### src/rtl/t0_link_pkg.sv
package t0_link_pkg;

   localparam int unsigned BYTE_W  = 8;
   localparam int unsigned HDR_N   = 5;
   localparam logic [BYTE_W-1:0] NULL_PB   = 8'h60;
   localparam logic [BYTE_W-1:0] PPS_START = 8'hFF;

   // header states first, encoded so their value is the header slot index
   typedef enum logic [3:0] {
      ST_CLA = 4'd0,
      ST_INS = 4'd1,
      ST_P1  = 4'd2,
      ST_P2  = 4'd3,
      ST_P3  = 4'd4,
      ST_PB  = 4'd5,
      ST_RX  = 4'd6,
      ST_TX  = 4'd7,
      ST_PPS = 4'd8
   } t0_state_e;

   typedef struct packed {
      logic final_rec;
      logic go_rx;
      logic go_tx;
   } t0_flags_t;

endpackage

### src/rtl/t0_hdr_capture.sv
module t0_hdr_capture
   import t0_link_pkg::*;
#(
   parameter int unsigned SLOTS = HDR_N
) (
   input  logic                       clk,
   input  logic                       rst_n,
   input  logic                       wr_en,
   input  logic [$clog2(SLOTS)-1:0]   wr_idx,
   input  logic [BYTE_W-1:0]          wr_data,
   output logic                       hdr_valid,
   output logic [SLOTS*BYTE_W-1:0]    hdr_bus
);
   localparam int unsigned IDX_W = $clog2(SLOTS);
   localparam logic [IDX_W-1:0] LAST_IDX = IDX_W'(SLOTS - 1);

   for (genvar g = 0; g < SLOTS; g++) begin : g_slot
      logic [BYTE_W-1:0] slot_q;
      always_ff @(posedge clk or negedge rst_n) begin
         if (!rst_n)
            slot_q <= '0;
         else if (wr_en && (wr_idx == IDX_W'(g)))
            slot_q <= wr_data;
      end
      assign hdr_bus[(SLOTS-1-g)*BYTE_W +: BYTE_W] = slot_q;
   end

   always_ff @(posedge clk or negedge rst_n) begin
      if (!rst_n)
         hdr_valid <= 1'b0;
      else
         hdr_valid <= wr_en && (wr_idx == LAST_IDX);
   end

endmodule

### src/rtl/t0_wait_timer.sv
module t0_wait_timer #(
   parameter int unsigned WT_CYCLES = 9600
) (
   input  logic clk,
   input  logic rst_n,
   input  logic active,
   input  logic char_evt,
   output logic null_due
);
   localparam int unsigned HALF  = WT_CYCLES / 2;
   localparam int unsigned CNT_W = $clog2(HALF + 1);
   localparam logic [CNT_W-1:0] HALF_C = CNT_W'(HALF);

   logic [CNT_W-1:0] cnt_q;

   always_ff @(posedge clk or negedge rst_n) begin
      if (!rst_n)
         cnt_q <= '0;
      else if (!active || char_evt)
         cnt_q <= '0;
      else if (cnt_q != HALF_C)
         cnt_q <= cnt_q + 1'b1;
   end

   assign null_due = active && (cnt_q == HALF_C);

endmodule

### src/rtl/t0_len_counter.sv
module t0_len_counter
   import t0_link_pkg::*;
(
   input  logic              clk,
   input  logic              rst_n,
   input  logic              load,
   input  logic [BYTE_W-1:0] load_val,
   input  logic              dec,
   output logic              last
);
   localparam int unsigned LEN_W = BYTE_W + 1;
   localparam logic [LEN_W-1:0] FULL_LEN = LEN_W'(1 << BYTE_W);

   logic [LEN_W-1:0] rem_q;

   always_ff @(posedge clk or negedge rst_n) begin
      if (!rst_n)
         rem_q <= '0;
      else if (load)
         rem_q <= (load_val == '0) ? FULL_LEN : {1'b0, load_val};
      else if (dec && (rem_q != '0))
         rem_q <= rem_q - 1'b1;
   end

   assign last = (rem_q == LEN_W'(1));

endmodule

### src/rtl/t0_link_ctrl.sv
module t0_link_ctrl
   import t0_link_pkg::*;
#(
   parameter int unsigned WT_CYCLES = 9600
) (
   input  logic        clk,
   input  logic        rst_n,
   input  logic        rx_valid,
   input  logic [7:0]  rx_data,
   output logic        tx_valid,
   output logic [7:0]  tx_data,
   input  logic        tx_ready,
   output logic        line_rx_en,
   output logic        line_tx_en,
   output logic        hdr_valid,
   output logic [39:0] hdr_bus,
   input  logic        hin_valid,
   input  logic [7:0]  hin_data,
   input  logic [2:0]  hin_flags,
   input  logic        hin_last,
   output logic        hin_ready,
   output logic        fwd_valid,
   output logic [7:0]  fwd_data,
   output logic        fwd_final,
   output logic        pps_divert,
   input  logic        pps_done
);
   localparam int unsigned IDX_W = $clog2(HDR_N);

   if (WT_CYCLES < 4) begin : g_bad_wt
      $error("t0_link_ctrl: WT_CYCLES must be at least 4");
   end
   if (HDR_N * BYTE_W != 40) begin : g_bad_hdr
      $error("t0_link_ctrl: header bus width mismatch");
   end

   t0_state_e st_q, st_n;
   t0_flags_t flg;
   logic [3:0] st_bits;
   logic in_hdr, in_tx, is_pps, hdr_wr, rx_data_take;
   logic null_due, fire, host_fire, char_evt, len_last;

   assign flg          = t0_flags_t'(hin_flags);
   assign st_bits      = st_q;
   assign in_hdr       = (st_q == ST_CLA) || (st_q == ST_INS) || (st_q == ST_P1) ||
                         (st_q == ST_P2)  || (st_q == ST_P3);
   assign in_tx        = (st_q == ST_PB) || (st_q == ST_TX);
   assign is_pps       = rx_valid && (st_q == ST_CLA) && (rx_data == PPS_START);
   assign hdr_wr       = rx_valid && in_hdr && !is_pps;
   assign rx_data_take = rx_valid && (st_q == ST_RX);

   // transmit port: host byte has priority over the NULL filler
   assign tx_valid  = in_tx && (hin_valid || null_due);
   assign tx_data   = hin_valid ? hin_data : NULL_PB;
   assign hin_ready = in_tx && tx_ready;
   assign fire      = tx_valid && tx_ready;
   assign host_fire = fire && hin_valid;
   assign char_evt  = rx_valid || fire;

   assign line_rx_en = in_hdr || (st_q == ST_RX);
   assign line_tx_en = in_tx;

   always_comb begin
      st_n = st_q;
      case (st_q)
         ST_CLA: if (rx_valid) st_n = is_pps ? ST_PPS : ST_INS;
         ST_INS: if (rx_valid) st_n = ST_P1;
         ST_P1:  if (rx_valid) st_n = ST_P2;
         ST_P2:  if (rx_valid) st_n = ST_P3;
         ST_P3:  if (rx_valid) st_n = ST_PB;
         ST_PB: begin
            if (host_fire) begin
               if (flg.go_tx)
                  st_n = ST_TX;
               else if (flg.go_rx)
                  st_n = ST_RX;
               else if (hin_last && flg.final_rec)
                  st_n = ST_CLA;
            end
         end
         ST_TX:  if (host_fire && hin_last && flg.final_rec) st_n = ST_CLA;
         ST_RX:  if (rx_data_take && len_last) st_n = ST_TX;
         ST_PPS: if (pps_done) st_n = ST_CLA;
         default: st_n = ST_CLA;
      endcase
   end

   always_ff @(posedge clk or negedge rst_n) begin
      if (!rst_n) begin
         st_q       <= ST_CLA;
         fwd_valid  <= 1'b0;
         fwd_data   <= '0;
         fwd_final  <= 1'b0;
         pps_divert <= 1'b0;
      end else begin
         st_q       <= st_n;
         fwd_valid  <= rx_data_take;
         fwd_final  <= rx_data_take && len_last;
         pps_divert <= is_pps;
         if (rx_data_take)
            fwd_data <= rx_data;
      end
   end

   t0_hdr_capture #(.SLOTS(HDR_N)) u_hdr (
      .clk       (clk),
      .rst_n     (rst_n),
      .wr_en     (hdr_wr),
      .wr_idx    (st_bits[IDX_W-1:0]),
      .wr_data   (rx_data),
      .hdr_valid (hdr_valid),
      .hdr_bus   (hdr_bus)
   );

   t0_wait_timer #(.WT_CYCLES(WT_CYCLES)) u_wt (
      .clk      (clk),
      .rst_n    (rst_n),
      .active   (in_tx),
      .char_evt (char_evt),
      .null_due (null_due)
   );

   t0_len_counter u_len (
      .clk      (clk),
      .rst_n    (rst_n),
      .load     (hdr_wr && (st_q == ST_P3)),
      .load_val (rx_data),
      .dec      (rx_data_take),
      .last     (len_last)
   );

endmodule

### config.mk
export PLATFORM = sky130hd
export DESIGN_NAME = t0_link_ctrl
export DESIGN_NICKNAME = d
export VERILOG_FILES = /design/src/rtl/t0_link_pkg.sv /design/src/rtl/t0_hdr_capture.sv /design/src/rtl/t0_wait_timer.sv /design/src/rtl/t0_len_counter.sv /design/src/rtl/t0_link_ctrl.sv
export SDC_FILE = /design/constraint.sdc
export NUM_CORES = 1
export LEC_CHECK = 0
export BUFFER_PORTS_ARGS = -buffer_cell sky130_fd_sc_hd__buf_2
export CAP_MARGIN = 20
export CELL_PAD_IN_SITES_DETAIL_PLACEMENT = 1
export CELL_PAD_IN_SITES_GLOBAL_PLACEMENT = 1
export CORE_ASPECT_RATIO = 2
export CORE_MARGIN = 2
export CORE_UTILIZATION = 37
export CTS_CLUSTER_SIZE = 12
export DETAILED_ROUTE_END_ITERATION = 6
export PLACE_DENSITY = 0.77
export SYNTH_ARGS = -nofsm -noshare
export SYNTH_HDL_FRONTEND = slang
export SYNTH_SLANG_ARGS = --single-unit
### constraint.sdc
create_clock -name clk -period 1.8 [get_ports clk]
set_clock_uncertainty 0.1 [all_clocks]
set_input_delay 0.09 -clock clk [delete_from_list [all_inputs] [get_ports clk]]
set_output_delay 0.09 -clock clk [all_outputs]
set_load 0.01 [all_outputs]
==> results.py, run 1 <==
metrics = {
    "synthesis": {
        "ys.flop_type": "dfrtp_1",
        "synth.area.top_cells": "dfrtp_1 54%, mux2_2 13%, nand2_1 3.4%, nor2_1 2.4%, nand3_1 1.9%",
        "synthesis.nets": 357,
        "post-synth-top-area-cell": "dfrtp_1",
        "async_flop_share_pct": 100,
        "seq_area_frac_synth_pct": 53.8,
        "synth_edf_count": 0,
        "ys_ff_latch": 78,
        "synthCells": 327,
        "synthMostInstantiatedCell": "dfrtp_1",
        "synth_cell_types": 45,
        "yosys_warnings": 0,
        "synth.avg_cell_area_sq_um": 11.1,
        "synth_commonest_cells": "78 x dfrtp_1, 42 x mux2_2, 33 x nand2_1",
        "synthDominantCellAreaShare_pct": 53.8,
        "synthesis.area_sq_mm": 0.00363,
    },
    "route": {
        "maxUsedRoutingLayer": "met4",
        "via_per_inst": 5.24,
        "drt.antenna.violating_nets": 0,
        "firstDrtPassIters": 4,
        "drtIter0Drc": 103,
        "routedWlPerCell_microns": 19.1,
        "wirelength_microns": 11800,
        "vias": 3216,
        "routed-wl-met2_microns": 6960,
        "route.met3.wl_microns": 350,
        "route.detailed.drc": 0,
        "wl_met1_microns": 3960,
    },
    "power_and_ir_drop": {
        "total_leakage_power_nw": 2.44,
        "p_int_mw": 5.12,
        "clkPwrFrac_pct": 21.5,
        "power_frac_seq_pct": 36.3,
        "combPwrFrac_pct": 42.2,
        "ir_drop_v": 0.000938,
        "p_sw_mw": 2.94,
        "swShare_pct": 36.4,
        "power_density_mw_per_mm2": 1540,
    },
    "worst_setup_path": {
        "cp_slowest_cell": "or4_4",
        "cp.buffers_inverters": 1,
        "cp-start-kind": "flip-flop",
        "critPathKind": "reg2out",
        "crit_path_max_incr_delay_ns": 0.55,
        "worstPathArrival_ns": 1.87,
        "critical_path_required_ns": 1.61,
        "r2r_cells": 8,
        "cp_max_fo": 2,
        "path_cells": "or4_4, or3_4, a21oi_2, buf_2",
        "endpoint_kind": "primary output",
        "cpLargestDelayFamily": "simple AND/OR/NAND/NOR gates",
        "path_depth": 4,
    },
    "sta": {
        "setup_violations": 17,
        "drv_slew": 0,
        "final.period_utilization_pct": 115,
        "max_slew_margin_pct": 65.2,
        "fmax_mhz": 485,
        "worst_pin_slew_ns": 0.522,
        "timing_hold_violations_final": 0,
        "grt_setup_unrepaired": "true",
        "fin_crit_ns": 2.06,
        "whs_ns": 0.0673,
        "worst_slack_ns": -0.263,
    },
    "finish": {
        "instances_no_fill": 614,
        "drive_gt1_share_pct": 51.0,
        "finalCoreUtilization_pct": 54.2,
        "final_nets": 507,
        "syn_to_final_growth_pct": 44.0,
        "antenna_cells": 0,
        "fillCellCount": 1054,
    },
    "placement": {
        "io_buffers": 89,
        "dp_worst_setup_slack_ns": -0.157,
        "dp_hpwl_microns": 8450,
        "place_inst": 575,
        "gp_congestion": 0.827,
    },
    "die": {
        "fp.dieW_microns": 74,
        "initial_core_util_pct": 37.6,
        "design.die.area_sq_mm": 0.0107,
        "fp.dieH_microns": 144,
        "io_pins": 90,
        "coreArea_sq_mm": 0.00964,
        "rows": 51,
    },
    "worst_hold_path": {
        "hold_depth": 3,
        "hold_class": "in2reg",
    },
    "clocking": {
        "cts_tree": "built",
        "cts_root_buf": "clkbuf_16",
        "path_clk_slew_ns": 0.06,
        "clock_sinks": 78,
        "worstSkewPairLatency_ns": 0.34,
        "cts.path.max_buffers": 2,
        "cts_buffers": 9,
        "htree_num_levels": 3,
    },
    "run_status": {
        "violations": "negative setup slack",
        "outcome": "finished, violations left",
    },
    "global_routing": {
        "grt_pass1_vias": 3407,
        "grt_overflow_total": 0,
        "grt_start_max_net_pins": 38,
        "grt_usage_pct": 22.4,
        "grt_pass1_wl_microns": 17500,
        "grt_antenna_before_repair": 0,
    },
    "run": {
        "max_cap_violations": 0,
    },
}
## layout make-up
class                           instances  area [sq um]  area share [%]
Sequential cell                        78          1960            37.6
Tap cell                              132           165            3.16
Clock inverter                          6          53.8            1.03
Inverter                               13          48.8           0.935
Timing Repair Buffer                  154          1020            19.6
Clock buffer                           10           229            4.39
Multi-Input combinational cell        221          1740            33.3
## cell usage in the layout (no fill, tap or decap), types with 5 or more instances in the layout
cell type,n
nand2_1,32
mux2_2,41
buf_2,88
and2_1,7
o21ai_0,5
nor4_1,5
clkbuf_16,9
dfrtp_1,71
dfrtp_2,7
o211ai_1,6
xnor2_1,7
nand3b_1,5
a21oi_1,7
nand3_1,13
buf_4,56
nor2_1,22
inv_1,10
## metrics by stage
step	instance area, sq um	TNS, ns	power [mW]
after floorplan	3630	0	4.41
after global placement	4540	-1.18	5.65
after detailed placement	4540	-3.71	5.82
after CTS	5000	-2.00	7.78
after global routing	5220	-4.82	8.50
final	5220	-3.44	8.06
## worst register-to-register path, stage by stage (launching register included)
cell	delay (ns)
dfrtp_1	0.39
or4_4	0.55
buf_4	0.15
buf_6	0.11
o31ai_4	0.15
a211o_1	0.19
buf_6	0.11
buf_12	0.11
nor2_1	0.05
## layer usage
metal / track usage [%] / vias to the layer above
met5: 0 / -
met4: 12.5 / 0
met3: 3.14 / 26
met2: 43.1 / 81
met1: 21.5 / 1647
li1: - / 1462
## kinds of logic after synthesis
family | share of synthesized area [%]
AND/OR/NAND/NOR | 19.6
flip-flops | 53.8
adder cells (fa/ha/maj) | 1.38
XOR/XNOR | 2.42
buffers and inverters | 3.14
multiplexers | 14.1
AO/OA/AOI/OAI | 5.45
## power groups by stage
stage          Combinational (mW)  Sequential (mW)  Clock, mW
5_1_grt                      3.66             3.00       1.84
4_1_cts                      3.13             2.88       1.78
3_3_place_gp                 2.81             2.84          0
3_5_place_dp                 2.94             2.88          0
2_1_floorplan                1.32             3.09          0
6_report                     3.40             2.93       1.73
## sequential cells by signal (all words and copies together) (netlist names)
| signal | count |
|---|---|
| u_hdr.g_slot.slot_q | 40 |
| u_wt.cnt_q | 13 |
| u_len.rem_q | 9 |
| fwd_data | 8 |
| st_bits | 4 |
| fwd_final | 1 |
| fwd_valid | 1 |
| pps_divert | 1 |
| u_hdr.hdr_valid | 1 |
## worst paths after layout
check / start / to / slack (ns)
worst max register to register: u_wt.cnt_q[5] / u_wt.cnt_q[7] / -0.22
worst min register to register: u_hdr.g_slot[4].slot_q[6] / u_hdr.g_slot[4].slot_q[6] / 0.38
min in group asynchronous: rst_n / st_bits[1] / 0.17
worst max-delay path: u_wt.cnt_q[5] / tx_valid / -0.26
worst min-delay path: pps_done / st_bits[3] / 0.07
max in group asynchronous: rst_n / u_hdr.g_slot[0].slot_q[5] / 0.78
## what timing repair did
action | in CTS | in global routing
hold buffers | 1 | 0
setup endpoints to repair | 44 | 56
pin swaps | 8 | 14
hold endpoints to repair | 35 | 0
resized for setup | 17 | 31
buffers inserted | 9 | 12
cloned | 1 | 0
Power figures use the tool's default switching activity.
==> run 2, diff against run 1 <==
CORE_MARGIN = 5   (was 2)
SKIP_LAST_GASP = 1   (was default)
==> results.py, run 2 (same netlist as run 1, synthesis figures left out) <==
metrics = {
    "run_status": {
        "outcome": "finished, violations left",
        "violations": "negative setup slack",
    },
    "sta": {
        "fmax_mhz": 486,
        "fin_crit_ns": 2.06,
        "worst_slack_ns": -0.258,
        "timing_hold_violations_final": 0,
        "final.period_utilization_pct": 114,
        "max_slew_margin_pct": 62.6,
        "drv_slew": 0,
        "setup_violations": 19,
        "worst_pin_slew_ns": 0.560,
        "setup_tns_ns": -3.18,
        "grt_setup_unrepaired": "true",
    },
    "die": {
        "io_pins": 90,
        "fp.dieW_microns": 80,
        "initial_core_util_pct": 37.4,
        "rows": 51,
        "coreArea_sq_mm": 0.00970,
        "fp.dieH_microns": 150,
        "design.die.area_sq_mm": 0.0120,
    },
    "global_routing": {
        "grt_pass1_wl_microns": 18100,
        "grt_overflow_total": 0,
        "grt_usage_pct": 19.8,
        "grt_pass1_vias": 3613,
        "grt_start_max_net_pins": 47,
        "grt_antenna_before_repair": 0,
    },
    "worst_setup_path": {
        "path_depth": 4,
        "timing.rr.end": "st_bits[2]",
        "cp_max_fo": 2,
        "critPathKind": "reg2out",
        "crit_path_start": "u_wt.cnt_q[2]",
        "crit_path_max_incr_delay_ns": 0.54,
        "worstPathArrival_ns": 1.87,
        "rr_startpoint": "u_len.rem_q[3]",
        "reg2reg_slack_ns": -0.25,
        "endpoint_kind": "primary output",
        "cp-start-kind": "flip-flop",
        "cpLargestDelayFamily": "simple AND/OR/NAND/NOR gates",
        "critical_path_required_ns": 1.61,
        "crit_end": "tx_valid",
        "path_cells": "or4_4, or3_4, a21oi_2, buf_2",
        "r2r_cells": 5,
        "cp_slowest_cell": "or4_4",
        "cp.buffers_inverters": 1,
    },
    "finish": {
        "syn_to_final_growth_pct": 41.8,
        "drive_gt1_share_pct": 48.8,
        "final_cell_mix": "88 x buf_2, 75 x dfrtp_1, 43 x buf_4",
        "largestRegisters": "u_hdr.g_slot.slot_q x40, u_wt.cnt_q x13, u_len.rem_q x9",
        "final_nets": 497,
        "antenna_cells": 0,
        "finalCoreUtilization_pct": 53.0,
        "largest_register_ffs": 40,
        "fin_area_sq_mm": 0.00514,
        "largest_register": "u_hdr.g_slot.slot_q",
        "layout.cells.most_common": "buf_2",
    },
    "power_and_ir_drop": {
        "power.total_mw": 8.16,
        "total_leakage_power_nw": 2.40,
        "ir_drop_v": 0.000884,
        "power_density_mw_per_mm2": 1590,
    },
    "placement": {
        "gp_congestion": 0.814,
        "dp_hpwl_microns": 8300,
        "dp_worst_setup_slack_ns": -0.0592,
        "dpl-instance-area_sq_mm": 0.00450,
        "io_buffers": 89,
    },
    "route": {
        "routedWlPerCell_microns": 19.7,
        "via_per_inst": 5.19,
        "vias": 3129,
        "drt.antenna.violating_nets": 0,
        "route.detailed.drc": 0,
        "drtIter0Drc": 106,
        "firstDrtPassIters": 4,
        "wirelength_microns": 11900,
    },
    "clocking": {
        "cts_tree": "built",
        "worstSkewPairLatency_ns": 0.34,
        "htree_num_levels": 3,
        "clock_sinks": 78,
        "cts_buffers": 9,
        "cts.path.max_buffers": 2,
        "path_clk_slew_ns": 0.06,
        "cts_root_buf": "clkbuf_16",
    },
    "worst_hold_path": {
        "hold_class": "in2reg",
    },
    "run": {
        "max_cap_violations": 0,
    },
}
==> run 2: what timing repair did <==
action                                  CTS  global route
gates resized for setup                  19            24
endpoints found under the setup margin    6            43
buffers inserted                          8             6
pin swaps                                12             7
cloned                                    0             1
hold buffers                              1             0
hold endpoints to repair                 32             0
==> run 2: cell type report <==
cell class,instances,area (sq um)
flip-flops and latches,78,1960
multi-input cells,221,1710
clock buffers,12,267
well taps,132,165
clock inverters,3,42.5
inverters,13,48.8
repair buffers,144,948
fillers,1096,4560
==> run 2: worst min path at each step <==
stage	start	cells past startpoint	to
after floorplan	rst_n	0	fwd_data[0]
after global placement	rst_n	1	u_wt.cnt_q[4]
after detailed placement	rst_n	1	u_hdr.g_slot[2].slot_q[3]
after CTS	rx_data[0]	3	u_hdr.g_slot[4].slot_q[0]
after global routing	rx_data[0]	3	u_hdr.g_slot[4].slot_q[0]
final	rx_data[0]	3	u_hdr.g_slot[4].slot_q[0]
==> run 2: per-stage QoR <==
step	std cells	hold slack, ns
6_report	603	0.00445
5_1_grt	603	0.0144
4_1_cts	596	0.00586
3_5_place_dp	572	-0.0171
3_3_place_gp	572	-0.0277
2_1_floorplan	327	-0.306
==> run 2: power by group <==
| group | total, mW | internal [mW] | switching [mW] |
|---|---|---|---|
| combinational | 3.36 | 1.72 | 1.64 |
| clock | 1.88 | 1.18 | 0.708 |
| sequential | 2.92 | 2.44 | 0.482 |
==> run 2: worst min-delay path, stage by stage <==
cell and delay (ns):
buf_2 0.16, nand2_1 0.10, nand2_1 0.06
==> run 2: layer usage <==
metal / wire length (microns) / global-route usage [%] / up-vias / part of all wire, %
met4: 406 / 8.80 / 0 / 3.4
met2: 7100 / 39.4 / 72 / 60
met1: 4030 / 19.1 / 1603 / 34
li1: - / - / 1432 / -
met3: 320 / 3.13 / 22 / 2.7
met5: 0 / 0 / - / 0
